File: config.mk
export PLATFORM = sky130hd
export DESIGN_NAME = nvm_pulse_seq
export DESIGN_NICKNAME = d
export VERILOG_FILES = /design/src/rtl/nvm_seq_pkg.sv /design/src/rtl/nvm_seq_timer.sv /design/src/rtl/nvm_seq_fsm.sv /design/src/rtl/nvm_seq_drive.sv /design/src/rtl/nvm_pulse_seq.sv
export SDC_FILE = /design/constraint.sdc
export NUM_CORES = 1
export LEC_CHECK = 0
export BUFFER_PORTS_ARGS = -buffer_cell sky130_fd_sc_hd__buf_2
export CORE_ASPECT_RATIO = 1.4
export CORE_MARGIN = 2
export CORE_UTILIZATION = 57
export CTS_CLUSTER_DIAMETER = 80
export DETAILED_ROUTE_END_ITERATION = 10
export PLACE_DENSITY = 0.8
export SYNTH_ARGS = -nofsm -noshare
export SYNTH_HDL_FRONTEND = slang
export SYNTH_SLANG_ARGS = --single-unit
export TNS_END_PERCENT = 5
File: constraint.sdc
create_clock -name clk -period 4.5 [get_ports clk]
set_input_delay 0.9 -clock clk [delete_from_list [all_inputs] [get_ports clk]]
set_output_delay 0.9 -clock clk [all_outputs]
set_load 0.05 [all_outputs]
File: src/rtl/nvm_seq_pkg.sv
// Shared types for the program/erase sequencer.
// Assumes: used only by the nvm_pulse_seq hierarchy.
package nvm_seq_pkg;

    // Phase of the running sequence
    typedef enum logic [2:0] {
        PH_IDLE   = 3'd0,
        PH_SETUP  = 3'd1,
        PH_PULSE  = 3'd2,
        PH_HOLD   = 3'd3,
        PH_FINISH = 3'd4
    } phase_e;

    // Kind of the phase in progress
    typedef enum logic {
        OP_ERASE = 1'b0,
        OP_WRITE = 1'b1
    } op_e;

endpackage

File: src/rtl/nvm_seq_timer.sv
// Loadable down-counter that measures one phase interval.
// Assumes: the loaded value is the interval length minus one; expired is
// high while the count is zero, and the counter holds at zero.
module nvm_seq_timer #(
    parameter int unsigned CW = 8
) (
    input  logic          clk,
    input  logic          rst_n,
    input  logic          load,
    input  logic [CW-1:0] load_val,
    output logic          expired
);

    logic [CW-1:0] cnt_q;

    // Count down to zero, reload on request
    always_ff @(posedge clk) begin
        if (!rst_n) begin
            cnt_q <= '0;
        end else if (load) begin
            cnt_q <= load_val;
        end else if (cnt_q != '0) begin
            cnt_q <= cnt_q - 1'b1;
        end
    end

    // Interval end flag
    always_comb expired = (cnt_q == '0);

endmodule

File: src/rtl/nvm_seq_fsm.sv
// Phase controller: accepts start requests at idle, steps through
// setup / pulse / hold (/ finish for writes), chains erase into write for
// the combined command, and produces busy and the done strobe.
// Assumes: every interval parameter is at least 1.
module nvm_seq_fsm
    import nvm_seq_pkg::*;
#(
    parameter int unsigned SETUP_CYC   = 50,
    parameter int unsigned PULSE_CYC   = 1250000,
    parameter int unsigned HOLD_CYC    = 50,
    parameter int unsigned LOADLOW_CYC = 50
) (
    input  logic   clk,
    input  logic   rst_n,
    input  logic   start_erase,
    input  logic   start_write,
    input  logic   start_both,
    output phase_e phase_nxt,
    output op_e    op_nxt,
    output logic   busy,
    output logic   done
);

    localparam int unsigned MAX_AB  = (SETUP_CYC > PULSE_CYC) ? SETUP_CYC : PULSE_CYC;
    localparam int unsigned MAX_CD  = (HOLD_CYC > LOADLOW_CYC) ? HOLD_CYC : LOADLOW_CYC;
    localparam int unsigned MAX_CYC = (MAX_AB > MAX_CD) ? MAX_AB : MAX_CD;
    localparam int unsigned CW      = (MAX_CYC < 2) ? 1 : $clog2(MAX_CYC);
    localparam logic [CW-1:0] LD_SETUP   = CW'(SETUP_CYC - 1);
    localparam logic [CW-1:0] LD_PULSE   = CW'(PULSE_CYC - 1);
    localparam logic [CW-1:0] LD_HOLD    = CW'(HOLD_CYC - 1);
    localparam logic [CW-1:0] LD_LOADLOW = CW'(LOADLOW_CYC - 1);

    phase_e        phase_q;
    op_e           op_q;
    logic          chain_q, chain_d;
    logic          done_d;
    logic          tmr_load;
    logic [CW-1:0] tmr_val;
    logic          tmr_expired;

    nvm_seq_timer #(.CW(CW)) u_timer (
        .clk      (clk),
        .rst_n    (rst_n),
        .load     (tmr_load),
        .load_val (tmr_val),
        .expired  (tmr_expired)
    );

    // Next-phase selection and timer reload
    always_comb begin
        phase_nxt = phase_q;
        op_nxt    = op_q;
        chain_d   = chain_q;
        done_d    = 1'b0;
        tmr_load  = 1'b0;
        tmr_val   = LD_SETUP;
        unique case (phase_q)
            PH_IDLE: begin
                if (start_both || start_erase || start_write) begin
                    phase_nxt = PH_SETUP;
                    tmr_load  = 1'b1;
                    tmr_val   = LD_SETUP;
                    chain_d   = start_both;
                    op_nxt    = (start_both || start_erase) ? OP_ERASE : OP_WRITE;
                end
            end
            PH_SETUP: begin
                if (tmr_expired) begin
                    phase_nxt = PH_PULSE;
                    tmr_load  = 1'b1;
                    tmr_val   = LD_PULSE;
                end
            end
            PH_PULSE: begin
                if (tmr_expired) begin
                    phase_nxt = PH_HOLD;
                    tmr_load  = 1'b1;
                    tmr_val   = LD_HOLD;
                end
            end
            PH_HOLD: begin
                if (tmr_expired) begin
                    tmr_load = 1'b1;
                    if (op_q == OP_WRITE) begin
                        phase_nxt = PH_FINISH;
                        tmr_val   = LD_LOADLOW;
                    end else if (chain_q) begin
                        phase_nxt = PH_SETUP;
                        op_nxt    = OP_WRITE;
                        chain_d   = 1'b0;
                        tmr_val   = LD_SETUP;
                    end else begin
                        phase_nxt = PH_IDLE;
                        done_d    = 1'b1;
                    end
                end
            end
            PH_FINISH: begin
                if (tmr_expired) begin
                    phase_nxt = PH_IDLE;
                    done_d    = 1'b1;
                end
            end
            default: phase_nxt = PH_IDLE;
        endcase
    end

    // Phase, kind and completion registers
    always_ff @(posedge clk) begin
        if (!rst_n) begin
            phase_q <= PH_IDLE;
            op_q    <= OP_ERASE;
            chain_q <= 1'b0;
            done    <= 1'b0;
        end else begin
            phase_q <= phase_nxt;
            op_q    <= op_nxt;
            chain_q <= chain_d;
            done    <= done_d;
        end
    end

    // Busy whenever a phase other than idle is active
    always_comb busy = (phase_q != PH_IDLE);

endmodule

File: src/rtl/nvm_seq_drive.sv
// Registered pin decoder: turns the next phase and kind into the control
// line levels and the two pulse enables, so every pin leaves a flop.
// Assumes: phase/op inputs are the controller's next-state values.
module nvm_seq_drive
    import nvm_seq_pkg::*;
(
    input  logic   clk,
    input  logic   rst_n,
    input  phase_e phase_nxt,
    input  op_e    op_nxt,
    output logic   prog_mode,
    output logic   bank_sel,
    output logic   shadow_load,
    output logic   pulse_pos_en,
    output logic   pulse_neg_en
);

    logic mode_d, sel_d, load_d, pos_d, neg_d;

    // Pin pattern for each phase and kind
    always_comb begin
        mode_d = 1'b0;
        sel_d  = 1'b1;
        load_d = 1'b1;
        pos_d  = 1'b0;
        neg_d  = 1'b0;
        if (phase_nxt != PH_IDLE) begin
            mode_d = 1'b1;
            sel_d  = (op_nxt == OP_ERASE);
            load_d = (phase_nxt != PH_FINISH);
            if (phase_nxt == PH_PULSE) begin
                pos_d = (op_nxt == OP_WRITE);
                neg_d = (op_nxt == OP_ERASE);
            end
        end
    end

    // Output flops, idle levels in reset
    always_ff @(posedge clk) begin
        if (!rst_n) begin
            prog_mode    <= 1'b0;
            bank_sel     <= 1'b1;
            shadow_load  <= 1'b1;
            pulse_pos_en <= 1'b0;
            pulse_neg_en <= 1'b0;
        end else begin
            prog_mode    <= mode_d;
            bank_sel     <= sel_d;
            shadow_load  <= load_d;
            pulse_pos_en <= pos_d;
            pulse_neg_en <= neg_d;
        end
    end

endmodule

File: src/rtl/nvm_pulse_seq.sv
// Top of the program/erase sequencer: phase controller plus pin decoder.
// Assumes: start inputs are synchronous to clk; intervals are >= 1 cycle.
module nvm_pulse_seq
    import nvm_seq_pkg::*;
#(
    parameter int unsigned SETUP_CYC   = 50,
    parameter int unsigned PULSE_CYC   = 1250000,
    parameter int unsigned HOLD_CYC    = 50,
    parameter int unsigned LOADLOW_CYC = 50
) (
    input  logic clk,
    input  logic rst_n,
    input  logic start_erase,
    input  logic start_write,
    input  logic start_both,
    output logic prog_mode,
    output logic bank_sel,
    output logic shadow_load,
    output logic pulse_pos_en,
    output logic pulse_neg_en,
    output logic busy,
    output logic done
);

    phase_e phase_nxt;
    op_e    op_nxt;

    nvm_seq_fsm #(
        .SETUP_CYC   (SETUP_CYC),
        .PULSE_CYC   (PULSE_CYC),
        .HOLD_CYC    (HOLD_CYC),
        .LOADLOW_CYC (LOADLOW_CYC)
    ) u_fsm (
        .clk         (clk),
        .rst_n       (rst_n),
        .start_erase (start_erase),
        .start_write (start_write),
        .start_both  (start_both),
        .phase_nxt   (phase_nxt),
        .op_nxt      (op_nxt),
        .busy        (busy),
        .done        (done)
    );

    nvm_seq_drive u_drive (
        .clk          (clk),
        .rst_n        (rst_n),
        .phase_nxt    (phase_nxt),
        .op_nxt       (op_nxt),
        .prog_mode    (prog_mode),
        .bank_sel     (bank_sel),
        .shadow_load  (shadow_load),
        .pulse_pos_en (pulse_pos_en),
        .pulse_neg_en (pulse_neg_en)
    );

endmodule

Word level (Yosys, flattened, before mapping):

Cells that the tools add are included.

* memory bits (read-only): 0
* bits in latches: 0
* memory bits (writable): 0
* logic and storage cells: 64
* bits of input ports: 5
* output and inout port bits: 7
* memories kept: 0
* register bits after elaboration: 32

* eq/ne operators: 9
* divide/modulo/power cells: 0
* bitwise operators: 1
* $mul: 0
* shift operators: 0
* $add $sub $neg: 1
* reduce and logical (&&, ||, !) cells: 13
* multiplexer cells: 30
* magnitude comparators: 0

Operators with widths (count)
* 2-to-1 mux 21 bit: 4
* logical NOT 21 bit: 1
* nonzero test 21 bit: 1
* subtractor 21 x 1 -> 21 bit (second input constant): 1
* 2-to-1 mux 3 bit: 6
* 2-to-1 mux 1 bit: 15
* case mux 3 bit (5 select lines): 1
* equality test 3 x 2 -> 1 bit (second input constant): 3
* case mux 1 bit (2 select lines): 4
* nonzero test 3 bit: 2
* inequality test 2 x 1 -> 1 bit (second input constant): 2
* AND reduction 4 bit: 1
* nonzero test 2 bit: 2
* equality test 3 x 1 -> 1 bit (second input constant): 1
* equality test 3 bit (second input constant): 1
* logical NOT 3 bit: 1
* inequality test 3 bit (second input constant): 1
* AND reduction 3 bit: 1
* OR reduction 3 bit: 1
* logical OR 1 bit: 2
* inequality test 2 bit (second input constant): 1
* AND reduction 2 bit: 1
* inverter 1 bit: 1

Longest topological paths before layout:

Gate-level depths: netlist (run 1).

* depth after elaboration: 6
* gate-level depth with buffers: 9
* gate-level depth less buffers: 7

Cells and area by module:

A second synthesis (run 1) with hierarchy kept.

* cell total of the unflattened synthesis: 203
* area, all modules: 1736.7 sq um

By module, submodules not included
* nvm_seq_timer: cells each 140, seq. area each 420.4 sq um, times used 1, area each 1167.4 sq um
* nvm_seq_fsm: cells each 52, seq. area each 120.1 sq um, times used 1, area each 420.4 sq um
* nvm_seq_drive: cells each 11, seq. area each 100.1 sq um, times used 1, area each 148.9 sq um

Worst setup path after synthesis (run 1):

Ideal clock, no wire load.

* path kind: register to register
* start point: register u_fsm.phase_q[0]
* end point: register u_fsm.u_timer.cnt_q[19]
* slack: 2.172 ns
* stages on the path, launching flop included: 9
* arrival: 2.205 ns
* required time: 4.377 ns
* setup time: 0.123 ns
* path buffers: 2
* period minus slack after synthesis: 2.328 ns
* cells stage by stage: dfxtp_1 clkbuf_1 nor3_1 inv_1 o21ai_0 a21o_1 clkbuf_1 nor2_1 mux2_1

* cells in the longest elaborated chain, start to end: 4
* elaborated cells between the ends (all ways): 9
* those cells by class: 3 x eq/ne; 3 x mux; 3 x reduce/logical

Ends and longest elaborated chain
* start: declaration: line nvm_seq_fsm.sv:33 `phase_e phase_q;`
* start signal: assignment: line nvm_seq_fsm.sv:116 `phase_q <= phase_nxt;`
* equality test 3 x 1 -> 1 bit / equality test 3 x 2 -> 1 bit (equally long branches): line nvm_seq_fsm.sv:57 `unique case (phase_q)`
* OR reduction 3 bit (no line)
* case mux 1 bit (2 select lines): line nvm_seq_fsm.sv:57
* 2-to-1 mux 21 bit / nonzero test 2 bit (equally long branches)
* end signal: assignment: line nvm_seq_timer.sv:21 `cnt_q <= load_val;`
* end signal: assignment: line nvm_seq_timer.sv:23 `cnt_q <= cnt_q - 1'b1;`
* end: declaration: line nvm_seq_timer.sv:14 `logic [CW-1:0] cnt_q;`

Parallel ways exist; a longest one is shown, timed or not.
A chain may end at the register's enable or synchronous reset.

Final worst setup path (run 1):

* start point: register u_fsm.phase_q[1]
* end point: output port busy

* cells in the longest elaborated chain, start to end: 1

Ends and longest elaborated chain
* nonzero test 3 bit: line nvm_seq_fsm.sv:124 `always_comb busy = (phase_q != PH_IDLE);`
* end: declaration: line nvm_pulse_seq.sv:21 `output logic busy,`

No other way between the ends.

==> results of run 1 <==
worst register-to-register path, stage by stage, from the launching register on:
cell,delay (ps)
dfxtp_1,340
or4_1,680
or2_1,460
nor2_4,270
o21ai_2,180
a221oi_1,310
registers in the layout, indices dropped and copies added, names as in the netlist:
name,count
u_fsm.u_timer.cnt_q,21
u_fsm.phase_q,3
u_drive.bank_sel,1
u_drive.prog_mode,1
u_drive.pulse_neg_en,1
u_drive.pulse_pos_en,1
u_drive.shadow_load,1
u_fsm.chain_q,1
u_fsm.done,1
u_fsm.op_q,1
layer usage:
metal	up-vias	global-route usage (%)
met5	-	0
li1	710	-
met1	674	26.8
met2	55	47.5
met4	0	17.1
met3	23	6.86
how the worst max path moves through the flow:
stage	depth (start not counted)	slack (ps)	to
after global routing	3	1860	busy
after global placement	6	1990	u_fsm.u_timer.cnt_q[10]
after CTS	3	1990	busy
after floorplan	8	2170	u_fsm.u_timer.cnt_q[19]
final	3	1970	busy
after detailed placement	6	1930	u_fsm.u_timer.cnt_q[10]
placed cells by master (no fill, tap or decap), drive strengths merged, types with 2 or more instances in the layout:
master | netlist | final
nor2b | 2 | 2
buf | 3 | 11
xor2 | 4 | 4
o21ai | 15 | 15
xnor2 | 9 | 9
or3 | 4 | 4
a21o | 3 | 3
nand2 | 13 | 13
a21oi | 13 | 13
dfxtp | 32 | 32
or4 | 7 | 7
nand3 | 2 | 2
mux2i | 2 | 2
nor3 | 11 | 11
nor2 | 19 | 19
clkbuf | 4 | 6
nand2b | 2 | 2
inv | 8 | 8
clkinv | 0 | 2
a31oi | 8 | 8
nor3b | 3 | 3
nor4 | 5 | 5
o31ai | 4 | 4
power by group through the flow:
stage	Clock (mW)	Sequential (mW)	Combinational, mW
4_1_cts	0.226	0.347	0.287
3_5_place_dp	0	0.353	0.285
6_report	0.222	0.348	0.288
5_1_grt	0.240	0.353	0.320
2_1_floorplan	0	0.348	0.234
3_3_place_gp	0	0.350	0.279
final cells by class:
type | count | area, um^2
clock buffers | 6 | 82.6
fillers | 249 | 996
multi-input cells | 142 | 931
repair buffers | 11 | 55.1
flip-flops and latches | 32 | 641
well taps | 37 | 46.3
clock inverters | 2 | 10.0
inverters | 8 | 30.0
kinds of logic (layout without fill, tap and decap cells):
logic type	after synthesis	count (layout)	synth area share, %
AOI/OAI and AO/OA	50	50	19.8
and+or+nand+nor	75	75	27.6
adders and majority gates	1	1	0.767
muxes	3	3	1.92
DFF	32	32	39.3
buffers and inverters	15	27	3.61
xor gates and xnor gates	13	13	6.98
==> results.sh, run 1 <==
export IMPL_design_area_um2=1800
export IMPL_timing_critical_path_buf_inv=2
export IMPL_fin_tns_setup_ps=0
export IMPL_num_rows=23
export IMPL_p_per_area_nw_per_um2=478
export IMPL_io_buffer_count=11
export IMPL_antenna_found_initial=0
export IMPL_crit_slowest_cell="nor3_1"
export IMPL_wl_met3_um=202
export IMPL_pwr_share_comb_pct=33.6
export IMPL_wl_per_cell_um=15.4
export IMPL_place_hpwl_um=2770
export IMPL_grt_setup_unrepaired="no"
export IMPL_period_share_pct=56.2
export IMPL_cts_tree="built"
export IMPL_mappedNetlistArea_um2=1630
export IMPL_clockRootBuffer="clkbuf_8"
export IMPL_drtIter0Drc=56
export IMPL_firstDrtPassIters=4
export IMPL_synth_commonest_cells="32 x dfxtp_1, 17 x nor2_1, 13 x a21oi_1, 13 x nand2_1, 12 x o21ai_0"
export IMPL_postCtsSetupBuffers=0
export IMPL_synthArstFlopShare_pct=0
export IMPL_die_area_um2=3310
export IMPL_pre_cts_ws_ps=1930
export IMPL_synth_edf_count=0
export IMPL_r2r_start="u_fsm.u_timer.cnt_q[8]"
export IMPL_dp_cells=230
export IMPL_startpoint_type="flip-flop"
export IMPL_synthToLayoutAreaGrowth_pct=10.1
export IMPL_gp_congestion=0.875
export IMPL_syn_inst=189
export IMPL_hold_depth=2
export IMPL_cts_sinks=32
export IMPL_wirelength_met1_um=1380
export IMPL_irDropWorstVdd_mv=0.268
export IMPL_yosys_register_bits=32
export IMPL_setup_slack_ps=1970
export IMPL_path_class="reg2out"
export IMPL_critPathTopFamily="simple AND/OR/NAND/NOR gates"
export IMPL_vias=1462
export IMPL_core_area_um2=2790
export IMPL_yosys_warnings=0
export IMPL_synth_top_cells_by_area="dfxtp_1 39%, xnor2_1 4.8%, a21oi_1 4.0%, nor2_1 3.9%, o21ai_0 3.7%"
export IMPL_grt_max_degree=14
export IMPL_power_frac_clock_pct=25.9
export IMPL_grt_pass1_wl_um=6590
export IMPL_reg2regPathDepth=5
export IMPL_hold_end="u_fsm.u_timer.cnt_q[15]"
export IMPL_slowest_delay_ps=550
export IMPL_synth_most_common_cell="dfxtp_1"
export IMPL_ys_types=50
export IMPL_crit_path_start="u_fsm.phase_q[1]"
export IMPL_power_frac_seq_pct=40.6
export IMPL_switchingPower_mw=0.321
export IMPL_ys_flop_type="dfxtp_1"
export IMPL_grt_pass1_vias=1475
export IMPL_synth_area_leader_cell="dfxtp_1"
export IMPL_highest_layer="met4"
export IMPL_end_kind="output pin"
export IMPL_setup_viol=0
export IMPL_swShare_pct=37.4
export IMPL_drive_above_1_share_pct=14.9
export IMPL_min_period_ps=2530
export IMPL_tightest_slew_ps=694
export IMPL_status="completed"
export IMPL_p_leak_nw=0.666
export IMPL_cts_hold_buffers=0
export IMPL_cts_made_buffers=5
export IMPL_insertion_delay_ps=280
export IMPL_yosys_area_top_type_share_pct=39.3
export IMPL_reg2reg_slack_ps=2180
export IMPL_min_from="u_fsm.u_timer.cnt_q[15]"
export IMPL_wl_met2_um=1870
export IMPL_slew_viol_final=0
export IMPL_syn_avg_cell_area_um2=8.63
export IMPL_final_cells=238
export IMPL_antenna_left=0
export IMPL_finalPower_mw=0.858
export IMPL_synth_net_count=195
export IMPL_dpl_instance_area_um2=1700
export IMPL_gr_total_overflow=0
export IMPL_slew_headroom_pct=53.5
export IMPL_drt_total_wl_um=3660
export IMPL_fmax_mhz=395
export IMPL_critPathRequiredTime_ps=3600
export IMPL_fin_nets=206
export IMPL_finClkSkew_ps=2.79
export IMPL_worst_ep_arrival_time_ps=1630
export IMPL_post_route_util_pct=64.3
export IMPL_die_y_um=67.3
export IMPL_timing_final_hold_violations=0
export IMPL_ys_seq_area_share_pct=39.3
export IMPL_maxCapViolCount=0
export IMPL_post_cts_resize_count=0
export IMPL_grt_usage_pct=26.3
export IMPL_clockBufferDepth=2
export IMPL_hold_class="reg2reg"
export IMPL_vias_per_cell=6.14
export IMPL_antenna_cells=0
export IMPL_worstPathMaxFanout=13
export IMPL_die_x_um=49.2
export IMPL_worstPathCellList="nor3_1 > inv_1 > buf_2"
export IMPL_drc=0
export IMPL_pin_count=12
export IMPL_timing_hold_ws_ps=504
export IMPL_htree_num_levels=2
export IMPL_reg2reg_to="u_fsm.u_timer.cnt_q[1]"
export IMPL_initial_utilization_pct=58.4
export IMPL_internal_power_mw=0.537
export IMPL_path_clk_slew_ps=60
Power figures use the tool's default switching activity.
==> inputs of run 2 (changes only) <==
--- a/config.mk
+++ b/config.mk
@@ -5,6 +5,7 @@
 export SDC_FILE = /design/constraint.sdc
 export NUM_CORES = 1
 export LEC_CHECK = 0
+export ABC_AREA = 1
 export BUFFER_PORTS_ARGS = -buffer_cell sky130_fd_sc_hd__buf_2
 export CORE_ASPECT_RATIO = 1.4
 export CORE_MARGIN = 2
==> constraint.sdc (replaced) <==
create_clock -name clk -period 2.5 [get_ports clk]
set_input_delay 0.5 -clock clk [delete_from_list [all_inputs] [get_ports clk]]
set_output_delay 0.5 -clock clk [all_outputs]
set_load 0.05 [all_outputs]
==> run 2 against run 1 <==
Setup slack got worse by 1400 ps; non-clock buffer count rose by 1; clock skew up 5.0 ps; area after synthesis grew 9.1%; via count grew 7.8%; first-iteration DRC count decreased by 20%; count of clock-buffer cells in the layout decreased by 1; critical path depth increased by 2; cell count rose by 31%; critical endpoint unchanged; highest routed layer unchanged.
==> results.sh, run 2 <==
export IMPL_ys_types=28
export IMPL_slew_headroom_pct=70.9
export IMPL_synth_commonest_cells="50 x nor2_1, 45 x nand2_1, 32 x dfxtp_1, 30 x inv_1"
export IMPL_timing_critical_path_buf_inv=3
export IMPL_hold_class="in2reg"
export IMPL_cts_tree="built"
export IMPL_p_per_area_nw_per_um2=1580
export IMPL_largest_reg_flops=21
export IMPL_cts_made_buffers=5
export IMPL_pwr_share_comb_pct=58.2
export IMPL_min_period_ps=1880
export IMPL_fin_nets=277
export IMPL_worst_ep_arrival_time_ps=1380
export IMPL_worstPathMaxFanout=4
export IMPL_internal_power_mw=1.57
export IMPL_syn_inst=253
export IMPL_synth_top_cells_by_area="dfxtp_1 36%, nor2_1 11%, nand2_1 9.5%, inv_1 6.3%, xor2_1 5.9%"
export IMPL_crit_slowest_cell="dfxtp_1"
export IMPL_fin_tns_setup_ps=0
export IMPL_core_area_um2=3060
export IMPL_multi_input_area_um2=1010
export IMPL_post_cts_resize_count=0
export IMPL_syn_avg_cell_area_um2=7.03
export IMPL_firstDrtPassIters=4
export IMPL_drtIter0Drc=45
export IMPL_insertion_delay_ps=300
export IMPL_antenna_found_initial=0
export IMPL_status="completed"
export IMPL_synth_area_leader_cell="dfxtp_1"
export IMPL_timing_hold_ws_ps=465
export IMPL_cts_sinks=32
export IMPL_min_from="rst_n"
export IMPL_synthToLayoutAreaGrowth_pct=12.5
export IMPL_vias_per_cell=5.07
export IMPL_path_class="reg2out"
export IMPL_period_share_pct=75.3
export IMPL_critPathRequiredTime_ps=2000
export IMPL_wl_per_cell_um=12.9
export IMPL_power_frac_clock_pct=16.3
export IMPL_drc=0
export IMPL_grt_max_degree=13
export IMPL_io_buffer_count=11
export IMPL_maxCapViolCount=0
export IMPL_mappedNetlistArea_um2=1780
export IMPL_synth_net_count=259
export IMPL_startpoint_type="flip-flop"
export IMPL_ys_flop_type="dfxtp_1"
export IMPL_pin_count=12
export IMPL_irDropWorstVdd_mv=0.956
export IMPL_gr_total_overflow=0
export IMPL_die_area_um2=3590
export IMPL_die_x_um=51.2
export IMPL_initial_utilization_pct=58.1
export IMPL_slew_viol_final=0
export IMPL_tightest_slew_ps=435
export IMPL_path_clk_slew_ps=80
export IMPL_synth_most_common_cell="nor2_1"
export IMPL_synth_edf_count=0
export IMPL_ys_seq_area_share_pct=36.0
export IMPL_swShare_pct=50.5
export IMPL_r2r_start="u_fsm.u_timer.cnt_q[0]"
export IMPL_top_regs="u_fsm.u_timer.cnt_q (21), u_fsm.phase_q (3)"
export IMPL_finClkSkew_ps=7.77
export IMPL_htree_num_levels=2
export IMPL_antenna_cells=0
export IMPL_end_kind="output pin"
export IMPL_final_cell_mix="50 x nor2_1, 45 x nand2_1, 32 x dfxtp_1, 30 x inv_1"
export IMPL_mostFrequentLayoutCell="nor2_1"
export IMPL_postCtsSetupBuffers=0
export IMPL_clockBufferDepth=2
export IMPL_yosys_register_bits=32
export IMPL_synthArstFlopShare_pct=0
export IMPL_clockRootBuffer="clkbuf_8"
export IMPL_grt_setup_unrepaired="no"
export IMPL_reg2reg_slack_ps=650
export IMPL_switchingPower_mw=1.60
export IMPL_slowest_delay_ps=340
export IMPL_vias=1576
export IMPL_num_rows=24
export IMPL_place_hpwl_um=3160
export IMPL_power_frac_seq_pct=25.6
export IMPL_critPathTopFamily="simple AND/OR/NAND/NOR gates"
export IMPL_grt_pass1_vias=1677
export IMPL_setup_viol=0
export IMPL_fmax_mhz=531
export IMPL_final_seq_area_um2=641
export IMPL_yosys_warnings=0
export IMPL_gp_congestion=0.942
export IMPL_p_leak_nw=0.935
export IMPL_die_y_um=70.1
export IMPL_drive_above_1_share_pct=17.6
export IMPL_largest_register="u_fsm.u_timer.cnt_q"
export IMPL_timing_final_hold_violations=0
export IMPL_yosys_area_top_type_share_pct=36.0
export IMPL_grt_pass1_wl_um=6930
export IMPL_crit_path_start="u_fsm.phase_q[1]"
export IMPL_fillers=288
export IMPL_antenna_left=0
export IMPL_cts_hold_buffers=0
export IMPL_drt_total_wl_um=4010
export IMPL_grt_usage_pct=26.5
export IMPL_worstPathCellList="nor2_1 > inv_1 > nor2_1 > inv_1 > buf_2"
[run 2: changes by cell type in the layout (fill, tap and decap cells not counted), sizes merged, moves of 4 or more]
| cell | change |
|---|---|
| a31oi | -8 |
| xnor2 | -5 |
| nor4 | -5 |
| nand2 | +39 |
| o21ai | -9 |
| xor2 | +8 |
| or4 | -7 |
| inv | +25 |
| o31ai | -4 |
| or3 | -4 |
| nand3 | +18 |
| nor2 | +42 |
[run 2: final cells by class]
| class | count | area share, % |
|---|---|---|
| flip-flops and latches | 32 | 32.0 |
| clock buffers | 5 | 3.44 |
| repair buffers | 12 | 3.13 |
| clock inverters | 3 | 2.31 |
| well taps | 39 | 2.44 |
| multi-input cells | 187 | 50.4 |
| inverters | 33 | 6.25 |
[run 2: per-layer routing]
layer	share of wire, %	vias up	track usage [%]	wire length (um)
met5	0	-	0	0
met3	3.3	13	7.26	133
li1	-	832	-	-
met4	4.1	0	19.0	163
met2	56	30	47.5	2230
met1	37	701	24.7	1480
[run 2: worst paths after layout]
kind / cells after the start / endpoint
hold reg to reg: 2 / u_fsm.u_timer.cnt_q[1]
hold / removal: 3 / u_fsm.phase_q[0]
setup reg to reg: 9 / u_fsm.u_timer.cnt_q[17]
setup / recovery: 5 / busy
[run 2: power groups by stage]
| stage | Combinational [mW] | Clock, mW | Sequential [mW] |
|---|---|---|---|
| after floorplan | 1.44 | 0 | 0.859 |
| after global placement | 1.81 | 0 | 0.819 |
| after detailed placement | 1.82 | 0 | 0.819 |
| after CTS | 1.84 | 0.520 | 0.809 |
| after global routing | 2.08 | 0.535 | 0.827 |
| final | 1.84 | 0.515 | 0.811 |
[run 2: kinds of logic after synthesis]
| family | count (synthesis) | share of synthesized area, % |
|---|---|---|
| fa+ha+maj | 1 | 0.703 |
| simple gates | 148 | 41.8 |
| flops | 32 | 36.0 |
| xor+xnor | 16 | 7.88 |
| buf+inv | 34 | 7.24 |
| compound gates | 22 | 6.40 |
[run 2: tightest hold or removal path: cells and delay by family]
family | cells | cell delay, ps
buffers and inverters | 2 | 170
and+or+nand+nor | 1 | 60
[run 2: stage by stage]
step	power [mW]	std cells	utilization (%)	worst slack (ps)	instance area, um^2
2_1_floorplan	2.29	253	-	914	1780
3_5_place_dp	2.64	303	61.6	664	1890
4_1_cts	3.17	311	65.4	620	2000
6_report	3.17	311	65.4	618	2000
3_3_place_gp	2.63	303	61.6	650	1890
5_1_grt	3.44	311	65.4	451	2000
